File: src/rtl/spi_tx_pkg.sv
package spi_tx_pkg;

    // Largest divide ratio is 2**SCK_MAX_LG system clocks.
    localparam int SCK_MAX_LG = 7;

    typedef enum logic [0:0] {
        ST_IDLE  = 1'b0,
        ST_SHIFT = 1'b1
    } shift_state_e;

endpackage

File: src/rtl/spi_tx_prescaler.sv
module spi_tx_prescaler #(
    parameter int PRE_W = spi_tx_pkg::SCK_MAX_LG
) (
    input  logic       clk,
    input  logic       rst_n,
    input  logic [1:0] div_sel,
    output logic       half_tick,
    output logic       period_end
);

    localparam logic [PRE_W-1:0] ONE = PRE_W'(1);

    logic [PRE_W-1:0] cnt_q;
    logic [2:0]       ratio_lg;
    logic [PRE_W-1:0] per_mask;
    logic [PRE_W-1:0] half_mask;

    // Ratio is 2**(2*sel+1): 2, 8, 32, 128.
    assign ratio_lg  = {div_sel, 1'b1};
    assign per_mask  = (ONE << ratio_lg) - ONE;
    assign half_mask = per_mask >> 1;

    // Free-running count; no write ever restarts it.
    always_ff @(posedge clk or negedge rst_n) begin
        if (!rst_n) begin
            cnt_q <= '0;
        end else begin
            cnt_q <= cnt_q + ONE;
        end
    end

    always_comb begin
        half_tick  = ((cnt_q & half_mask) == half_mask);
        period_end = ((cnt_q & per_mask) == per_mask);
    end

endmodule

File: src/rtl/spi_tx_holdbuf.sv
module spi_tx_holdbuf #(
    parameter int DATA_W = 8
) (
    input  logic              clk,
    input  logic              rst_n,
    input  logic              wr_stb,
    input  logic [DATA_W-1:0] wr_data,
    input  logic              take,
    input  logic              wcol_clr,
    output logic [DATA_W-1:0] hold_data,
    output logic              hold_full,
    output logic              wcol
);

    logic accept;
    logic collide;

    assign accept  = wr_stb && !hold_full;
    assign collide = wr_stb && hold_full;

    always_ff @(posedge clk or negedge rst_n) begin
        if (!rst_n) begin
            hold_data <= '0;
            hold_full <= 1'b0;
        end else begin
            if (accept) begin
                hold_data <= wr_data;
                hold_full <= 1'b1;
            end else if (take) begin
                hold_full <= 1'b0;
            end
        end
    end

    // A collision wins over a clear in the same cycle.
    always_ff @(posedge clk or negedge rst_n) begin
        if (!rst_n) begin
            wcol <= 1'b0;
        end else if (collide) begin
            wcol <= 1'b1;
        end else if (wcol_clr) begin
            wcol <= 1'b0;
        end
    end

endmodule

File: src/rtl/spi_tx_engine.sv
module spi_tx_engine
    import spi_tx_pkg::*;
#(
    parameter int DATA_W = 8
) (
    input  logic              clk,
    input  logic              rst_n,
    input  logic              cpha,
    input  logic              half_tick,
    input  logic              period_end,
    input  logic              hold_full,
    input  logic [DATA_W-1:0] hold_data,
    input  logic              miso,
    input  logic              rx_ack,
    output logic              take,
    output logic              sck_act,
    output logic              mosi,
    output logic              busy,
    output logic              rx_full,
    output logic [DATA_W-1:0] rx_data
);

    localparam int               HALVES  = 2 * DATA_W;
    localparam int               HC_W    = $clog2(HALVES);
    localparam logic [HC_W-1:0]  LAST_H  = HC_W'(HALVES - 1);
    localparam logic [HC_W-1:0]  LAST_S  = HC_W'(HALVES - 2);

    shift_state_e      state_q, state_d;
    logic [HC_W-1:0]   hcnt_q;
    logic [DATA_W-1:0] tx_sh_q;
    logic [DATA_W-1:0] rx_sh_q;
    logic              at_last;
    logic              launch;
    logic              chain;
    logic              step;
    logic              sample_ev;
    logic              shift_ev;
    logic              toggle_ev;

    assign at_last   = (hcnt_q == LAST_H);
    assign step      = (state_q == ST_SHIFT) && half_tick;
    assign launch    = (state_q == ST_IDLE) && hold_full && period_end;
    assign chain     = step && at_last && hold_full;
    assign take      = launch || chain;
    // Even half-periods end on a sampling edge, odd ones on a shifting edge.
    assign sample_ev = step && !hcnt_q[0];
    assign shift_ev  = step && hcnt_q[0] && !at_last;
    // With cpha=1 the leading edge comes at launch, so the final half-period has no edge.
    assign toggle_ev = step && (!cpha || !at_last);

    // Next-state logic.
    always_comb begin
        state_d = state_q;
        unique case (state_q)
            ST_IDLE: begin
                if (launch) state_d = ST_SHIFT;
            end
            ST_SHIFT: begin
                if (step && at_last && !hold_full) state_d = ST_IDLE;
            end
        endcase
    end

    // State register.
    always_ff @(posedge clk or negedge rst_n) begin
        if (!rst_n) state_q <= ST_IDLE;
        else        state_q <= state_d;
    end

    // Transmit datapath and SCK phase.
    always_ff @(posedge clk or negedge rst_n) begin
        if (!rst_n) begin
            hcnt_q  <= '0;
            tx_sh_q <= '0;
            sck_act <= 1'b0;
        end else if (take) begin
            hcnt_q  <= '0;
            tx_sh_q <= hold_data;
            sck_act <= cpha;
        end else if (step) begin
            hcnt_q <= hcnt_q + HC_W'(1);
            if (toggle_ev) sck_act <= ~sck_act;
            if (shift_ev)  tx_sh_q <= tx_sh_q << 1;
        end
    end

    // Receive datapath.
    always_ff @(posedge clk or negedge rst_n) begin
        if (!rst_n) begin
            rx_sh_q <= '0;
            rx_data <= '0;
            rx_full <= 1'b0;
        end else begin
            if (sample_ev) rx_sh_q <= {rx_sh_q[DATA_W-2:0], miso};
            if (sample_ev && hcnt_q == LAST_S) begin
                rx_data <= {rx_sh_q[DATA_W-2:0], miso};
                rx_full <= 1'b1;
            end else if (rx_ack) begin
                rx_full <= 1'b0;
            end
        end
    end

    // Outputs.
    always_comb begin
        mosi = tx_sh_q[DATA_W-1];
        busy = (state_q == ST_SHIFT);
    end

endmodule

File: src/rtl/spi_tx_master.sv
module spi_tx_master #(
    parameter int DATA_W = 8,
    parameter int PRE_W  = spi_tx_pkg::SCK_MAX_LG
) (
    input  logic              clk,
    input  logic              rst_n,
    input  logic              cfg_cpol,
    input  logic              cfg_cpha,
    input  logic [1:0]        cfg_div,
    input  logic              wr_stb,
    input  logic [DATA_W-1:0] wr_data,
    input  logic              wcol_clr,
    input  logic              rx_ack,
    input  logic              miso,
    output logic              sck,
    output logic              mosi,
    output logic              tx_empty,
    output logic              busy,
    output logic              wcol,
    output logic              rx_full,
    output logic [DATA_W-1:0] rx_data
);

    logic              half_tick;
    logic              period_end;
    logic              take;
    logic              hold_full;
    logic [DATA_W-1:0] hold_data;
    logic              sck_act;

    spi_tx_prescaler #(.PRE_W(PRE_W)) u_pre (
        .clk        (clk),
        .rst_n      (rst_n),
        .div_sel    (cfg_div),
        .half_tick  (half_tick),
        .period_end (period_end)
    );

    spi_tx_holdbuf #(.DATA_W(DATA_W)) u_hold (
        .clk       (clk),
        .rst_n     (rst_n),
        .wr_stb    (wr_stb),
        .wr_data   (wr_data),
        .take      (take),
        .wcol_clr  (wcol_clr),
        .hold_data (hold_data),
        .hold_full (hold_full),
        .wcol      (wcol)
    );

    spi_tx_engine #(.DATA_W(DATA_W)) u_eng (
        .clk        (clk),
        .rst_n      (rst_n),
        .cpha       (cfg_cpha),
        .half_tick  (half_tick),
        .period_end (period_end),
        .hold_full  (hold_full),
        .hold_data  (hold_data),
        .miso       (miso),
        .rx_ack     (rx_ack),
        .take       (take),
        .sck_act    (sck_act),
        .mosi       (mosi),
        .busy       (busy),
        .rx_full    (rx_full),
        .rx_data    (rx_data)
    );

    assign sck      = cfg_cpol ^ sck_act;
    assign tx_empty = !hold_full;

endmodule

File: config.mk
export PLATFORM = sky130hd
export DESIGN_NAME = spi_tx_master
export DESIGN_NICKNAME = d
export VERILOG_FILES = /design/src/rtl/spi_tx_pkg.sv /design/src/rtl/spi_tx_prescaler.sv /design/src/rtl/spi_tx_holdbuf.sv /design/src/rtl/spi_tx_engine.sv /design/src/rtl/spi_tx_master.sv
export SDC_FILE = /design/constraint.sdc
export NUM_CORES = 1
export LEC_CHECK = 0
export BUFFER_PORTS_ARGS = -buffer_cell sky130_fd_sc_hd__buf_2
export CORE_ASPECT_RATIO = 0.7
export CORE_MARGIN = 4
export CORE_UTILIZATION = 44
export DETAILED_ROUTE_END_ITERATION = 8
export PLACE_DENSITY = 0.63
export SYNTH_ARGS = -nofsm -noshare
export SYNTH_HDL_FRONTEND = slang
export SYNTH_SLANG_ARGS = --single-unit
File: constraint.sdc
create_clock -name clk -period 5.2 [get_ports clk]
set_input_delay 1.04 -clock clk [delete_from_list [all_inputs] [get_ports clk]]
set_output_delay 1.04 -clock clk [all_outputs]
set_load 0.03 [all_outputs]
==> results by group, run 1 <==
Critical path
  • Setup crit start kind: input pin
  • Crit Path Category: input pin to flip-flop
  • CP endpoint kind: flip-flop
  • CP Data Required Time: 5.37 ns
  • Worst Path Arrival: 2.85 ns
  • Crit path max fanout: 9

Synth
  • Netlist cell types: 38
  • Synth Net Count: 179
  • Warning count from the yosys run: 0
  • Synthesized area: 0.002176 mm^2
  • Syn avg cell area: 13.77 um^2
  • Sequential share of the synthesized area: 54.05%
  • Yosys reg bits: 47
  • Cells after Synth: 158

Global routing
  • Largest net degree at the start of global routing: 48
  • Initial antenna violation count: 0
  • GRT Util Overall: 12.95%
  • First-pass GRT wire length: 6251 um
  • Number of global-route vias before repair: 1367
  • Grt ovf: 0

Drt
  • DRT iter0 DRCs: 42
  • Routed wire length: 3480 um
  • DR vias: 1299
  • DR DRC count: 0
  • Number of vias per cell: 5.015
  • Post-route ant nets: 0
  • Wire per inst: 13.44 um
  • Pre-Repair DR Iteration Count: 4

Timing
  • Final setup fails: 0
  • Tmin final: 2.679 ns
  • Hold_ws: 0.4868 ns
  • Worst-Margin Slew: 0.9954 ns
  • Relative slew slack: 33.64%
  • Slew Limit Fails: 0
  • Final period utilization: 51.53%
  • RSZ-0062 raised after global routing: no
  • Maximum clock frequency: 0.3732 GHz
  • Setup tns final: 0 ns
  • Worst Clk Skew: 0.004797 ns
  • Fin. Hold Viols: 0

Clock network
  • Hold_buf cts: 0
  • CTS buffer count: 5
  • Post_cts resized: 0
  • CTS Sinks: 47
  • CTS max path bufs: 2
  • Clk slew on worst S/H paths: 0.08 ns
  • CTS tree: yes
  • Post-CTS setup buffer count: 0
  • Root Buffer: clkbuf_8
  • Clock Latency Late Sink: 0.29 ns
  • H-tree depth: 2

Final layout
  • Most common cell after layout, fill and taps aside: dfrtp_1
  • Final Core Density: 51.20%
  • Share of cells above drive strength 1: 36.32%
  • Most frequent cells in the layout: dfrtp_1, buf_2, mux2_2
  • # diodes: 0
  • Layout area overhead: 12.54%
  • Finished Layout Cells: 259
  • Fin nets: 210

Status
  • Status: finished clean

Flow run
  • Max Cap Viol: 0

Floorplan
  • Row count: 21
  • Initial Utilization: 45.50%
  • Die extent in x: 92.05 um
  • I/O pins: 32
  • Full die area: 0.006152 mm^2
  • Die H: 66.84 um
  • Core footprint: 0.004782 mm^2

Placed design
  • IO Port Bufs: 31
  • Detail Placement HPWL: 2613 um
  • RD Place Congestion: 0.7479
  • Placed cells: 251

Power
  • Pleak: 1.220 nW
  • Tot Pwr: 0.001049 W
  • Maximum vdd drop: 0.2262 mV
  • Power density over the cells: 428.4 mW/mm^2

Hold path
  • Worst min path class: flip-flop to flip-flop
==> where the power goes <==
| part | internal, W | total [W] | switching, W |
|---|---|---|---|
| logic | 0.000154 | 0.000280 | 0.000126 |
| registers | 0.000474 | 0.000558 | 0.0000836 |
| clock network | 0.0000946 | 0.000211 | 0.000117 |
==> routing by layer <==
layer	wire length [um]	vias up	share of wire, %	global-route usage (%)
met5	0	-	0	0
met4	18	0	0.52	4.074
met3	154	2	4.4	3.837
met2	1606	29	46	21.00
met1	1700	653	49	16.81
li1	-	615	-	-
==> state kept, by name, summed over array words and instances, names as in the netlist, 4 cells and up <==
| signal | count |
|---|---|
| u_pre.cnt_q | 7 |
| u_hold.hold_data | 8 |
| u_eng.tx_sh_q | 8 |
| u_eng.rx_sh_q | 7 |
| u_eng.rx_data | 8 |
| u_eng.hcnt_q | 4 |
==> cell families after synthesis <==
group,synth area share [%]
mux,20.87
buf+inv,3.623
flops,54.05
compound gates,7.821
simple gates,8.684
xor+xnor,3.220
fa+ha+maj,1.725
==> synthesized netlist by cell type <==
master     instances  area (um^2)
dfrtp_1           47         1176
mux2_2            16        180.2
mux2_1            15        168.9
mux2_4             7        105.1
nand3_1            7        35.03
inv_1              6        22.52
nand2_1            5        18.77
xnor2_1            5        43.79
o21ai_0            4        20.02
a21o_1             3        22.52
a21oi_1            3        15.01
and2_1             3        18.77
buf_6              3        33.78
ha_1               3        37.54
xor2_1             3        26.28
and3_1             2        12.51
buf_4              2        15.01
clkbuf_1           2        7.510
nor2_1             2        7.510
nor3_1             2        10.01
a2111oi_4          1        27.53
a211oi_1           1        7.510
a21bo_2            1        10.01
a21boi_1           1        7.510
a2bb2oi_1          1        8.760
a311oi_1           1        8.760
a31o_1             1        8.760
a31oi_4            1        21.27
and2b_1            1        7.510
and4_1             1        8.760
nand2_2            1        6.260
nand3b_1           1        7.510
nand4_2            1        12.51
nor2b_1            1        6.260
nor3_4             1        16.27
nor4_4             1        21.27
o21ai_1            1        5.000
o31ai_1            1        7.510
==> stage by stage <==
| stage | instance area [um^2] | setup slack [ns] |
|---|---|---|
| 2_1_floorplan | 2176 | 2.581 |
| 3_3_place_gp | 2361 | 2.214 |
| 3_5_place_dp | 2361 | 2.160 |
| 4_1_cts | 2449 | 2.490 |
| 5_1_grt | 2449 | 2.389 |
| 6_report | 2449 | 2.521 |
==> final cells by class <==
cell class	instances	area, um^2
flip-flops and latches	47	1176
multi-input cells	98	920.9
inverters	6	22.52
clock buffers	5	68.82
well taps	69	86.33
repair buffers	31	155.1
clock inverters	3	18.77
fillers	432	2333
==> critical path, cell delays in order <==
cell	delay (ns)
buf_2	0.13
a2bb2oi_1	0.13
a31o_1	0.30
nor3_4	0.36
and4_1	0.51
mux2_1	0.37
==> final timing paths <==
path	startpoint	endpoint	slack (ns)	cells after the start
setup / recovery	cfg_div[1]	u_eng.rx_data[2]	2.52	6
hold / removal	u_eng.rx_full	u_eng.rx_full	0.49	1
setup reg to reg	u_eng.hcnt_q[0]	u_eng.tx_sh_q[6]	2.96	5
hold reg to reg	u_eng.rx_full	u_eng.rx_full	0.49	1
max in group asynchronous	rst_n	u_pre.cnt_q[3]	3.67	1
min in group asynchronous	rst_n	u_eng.rx_full	0.89	1
Note: power is estimated with default switching activity, not from simulation.
==> run 2: changes to the inputs <==
--- a/config.mk
+++ b/config.mk
@@ -5,6 +5,7 @@
 export SDC_FILE = /design/constraint.sdc
 export NUM_CORES = 1
 export LEC_CHECK = 0
+export ABC_AREA = 1
 export BUFFER_PORTS_ARGS = -buffer_cell sky130_fd_sc_hd__buf_2
 export CORE_ASPECT_RATIO = 0.7
 export CORE_MARGIN = 4
==> constraint.sdc (replaced) <==
create_clock -name clk -period 2.67 [get_ports clk]
set_input_delay 0.534 -clock clk [delete_from_list [all_inputs] [get_ports clk]]
set_output_delay 0.534 -clock clk [all_outputs]
set_load 0.03 [all_outputs]
==> results by group, run 2 <==
Synth
  • Sequential share of the synthesized area: 54.87%
  • Count leader, synth: nand2_1
  • Netlist cell types: 27
  • Share of the synthesized area in the top cell type: 54.87%
  • Main synth FF type: dfrtp_1
  • Yosys reg bits: 47
  • Synth Net Count: 261
  • Syn avg cell area: 8.930 um^2
  • Synthesized area: 0.002143 mm^2
  • Commonest cells in the netlist: nand2_1, dfrtp_1, inv_1
  • Area leader, netlist: dfrtp_1
  • Cells after Synth: 240
  • Post-synth EDFFs: 0
  • Largest cells by area after synthesis: dfrtp_1, nand2_1, inv_1
  • Synth async-reset ratio: 100.0%
  • Warning count from the yosys run: 0

Timing
  • Worst-Margin Slew: 0.7034 ns
  • Hold_ws: 0.2104 ns
  • Relative slew slack: 53.11%
  • RSZ-0062 raised after global routing: no
  • Final period utilization: 71.19%
  • Tmin final: 1.901 ns
  • Worst Clk Skew: 0.003572 ns
  • Maximum clock frequency: 0.5261 GHz
  • Final setup fails: 0
  • Final WS setup: 0.7692 ns
  • Slew Limit Fails: 0
  • Setup tns final: 0 ns
  • Fin. Hold Viols: 0

Final layout
  • Area of the multi-input gates: 817.0 um^2
  • Share of cells above drive strength 1: 21.53%
  • Register area: 0.001176 mm^2
  • Most common cell after layout, fill and taps aside: nand2_1
  • Filler cells: 420
  • Layout area overhead: 14.59%
  • Fin nets: 294
  • Most frequent cells in the layout: nand2_1, dfrtp_1, buf_2
  • # diodes: 0
  • Largest registers: u_eng.rx_data (8), u_eng.tx_sh_q (8), u_hold.hold_data (8)

Floorplan
  • Core footprint: 0.004529 mm^2
  • I/O pins: 32
  • Die H: 66.40 um
  • Initial Utilization: 47.32%
  • Row count: 20
  • Die extent in x: 91.42 um
  • Full die area: 0.006070 mm^2

Critical path
  • Critical-path top delay cell: dfrtp_1
  • Worst Path Arrival: 2.14 ns
  • Crit Path Category: flip-flop to flip-flop
  • CP endpoint kind: flip-flop
  • CP dominant cell by count: nand2_1
  • CP Data Required Time: 2.91 ns
  • Setup crit start kind: flip-flop
  • Worst path max stage delay: 0.53 ns
  • Crit path max fanout: 15
  • Worst path cell trace: ha_1 > nand3_1 > inv_1 > nand3_2 > nand2_2 > nor2_2 > nand2_1 > nand2_1

Drt
  • Pre-Repair DR Iteration Count: 4
  • Post-route ant nets: 0
  • DRT iter0 DRCs: 103
  • Routed wire length: 3974 um
  • Wire per inst: 11.69 um
  • Number of vias per cell: 4.629
  • DR DRC count: 0
  • DR vias: 1574

Placed design
  • IO Port Bufs: 31
  • RD Place Congestion: 0.7857
  • Detail Placement HPWL: 2897 um
  • Dpl ws: 0.4520 ns

Hold path
  • Worst min path class: input pin to async pin

Clock network
  • Hold_buf cts: 0
  • Post_cts resized: 0
  • Post-CTS setup buffer count: 0
  • Clock Latency Late Sink: 0.29 ns
  • CTS buffer count: 5
  • CTS tree: yes
  • CTS max path bufs: 2
  • H-tree depth: 2
  • Root Buffer: clkbuf_8
  • CTS Sinks: 47
  • Clk slew on worst S/H paths: 0.08 ns

Flow run
  • Max Cap Viol: 0

Power
  • Pleak: 1.284 nW
  • Power density over the cells: 796.2 mW/mm^2
  • Maximum vdd drop: 0.3994 mV

Global routing
  • Largest net degree at the start of global routing: 25
  • Initial antenna violation count: 0
  • GRT Util Overall: 14.55%
  • Number of global-route vias before repair: 1458
  • Grt ovf: 0
  • First-pass GRT wire length: 6941 um

Status
  • Status: finished clean
[run 2: area by class of cell]
| cell class | instances | share of cell area [%] |
|---|---|---|
| clock buffer | 7 | 3.107 |
| clock inverter | 1 | 0.2038 |
| inverter | 29 | 4.432 |
| multi-input combinational | 156 | 33.27 |
| sequential | 47 | 47.89 |
| tap | 66 | 3.362 |
| timing repair buffer | 34 | 7.743 |
[run 2: power by group]
group,internal (W),switching [W],leakage [nW],total (W)
sequential,0.000919,0.000149,0.582,0.00107
clock,0.000184,0.000223,0.0422,0.000407
combinational,0.000173,0.000309,0.660,0.000482
total,0.00128,0.000680,1.28,0.00196
[run 2: logic make-up after synthesis]
kind of cell	count (synthesis)	synth area share, %
AOI/OAI and AO/OA	34	9.867
xor gates and xnor gates	7	2.861
adders and majority gates	3	1.752
buffers and inverters	37	7.005
DFF	47	54.87
muxes	1	0.5254
and+or+nand+nor	111	23.12
[run 2: final timing paths]
check / startpoint / endpoint / slack [ns] / cells past startpoint
worst min-delay path: rst_n / u_hold.hold_data[0] / 0.21 / 1
worst max-delay path: u_eng.hcnt_q[0] / u_eng.tx_sh_q[2] / 0.77 / 8
worst max register to register: u_eng.hcnt_q[0] / u_eng.tx_sh_q[2] / 0.77 / 8
worst min register to register: u_pre.cnt_q[6] / u_pre.cnt_q[6] / 0.48 / 1
max in group asynchronous: rst_n / u_eng.hcnt_q[0] / 1.95 / 2
min in group clk: rx_ack / u_eng.rx_full / 0.42 / 2
[run 2: critical path: cells and delay by family, from the launching register on]
kind	cells	cell delay, ns
and+or+nand+nor	6	0.96
adders and majority gates	1	0.28
buffers and inverters	1	0.07
DFF	1	0.53
[run 2: layer usage]
layer / vias to the layer above / global-route usage (%) / routed length, um
met4: 0 / 5.639 / 49
met5: - / 0 / 0
met1: 708 / 20.13 / 2052
met2: 30 / 21.66 / 1671
met3: 5 / 3.982 / 200
li1: 831 / - / -
[run 2: metrics by stage]
step                area [um^2]  utilization [%]  total power, W  instances
CTS                        2456            54.23        0.001976        340
floorplan                  2143                -        0.001404        240
global route               2456            54.23        0.002112        340
detailed placement         2375            52.43        0.001565        332
global placement           2375            52.43        0.001550        332
finish                     2456            54.23        0.001956        340
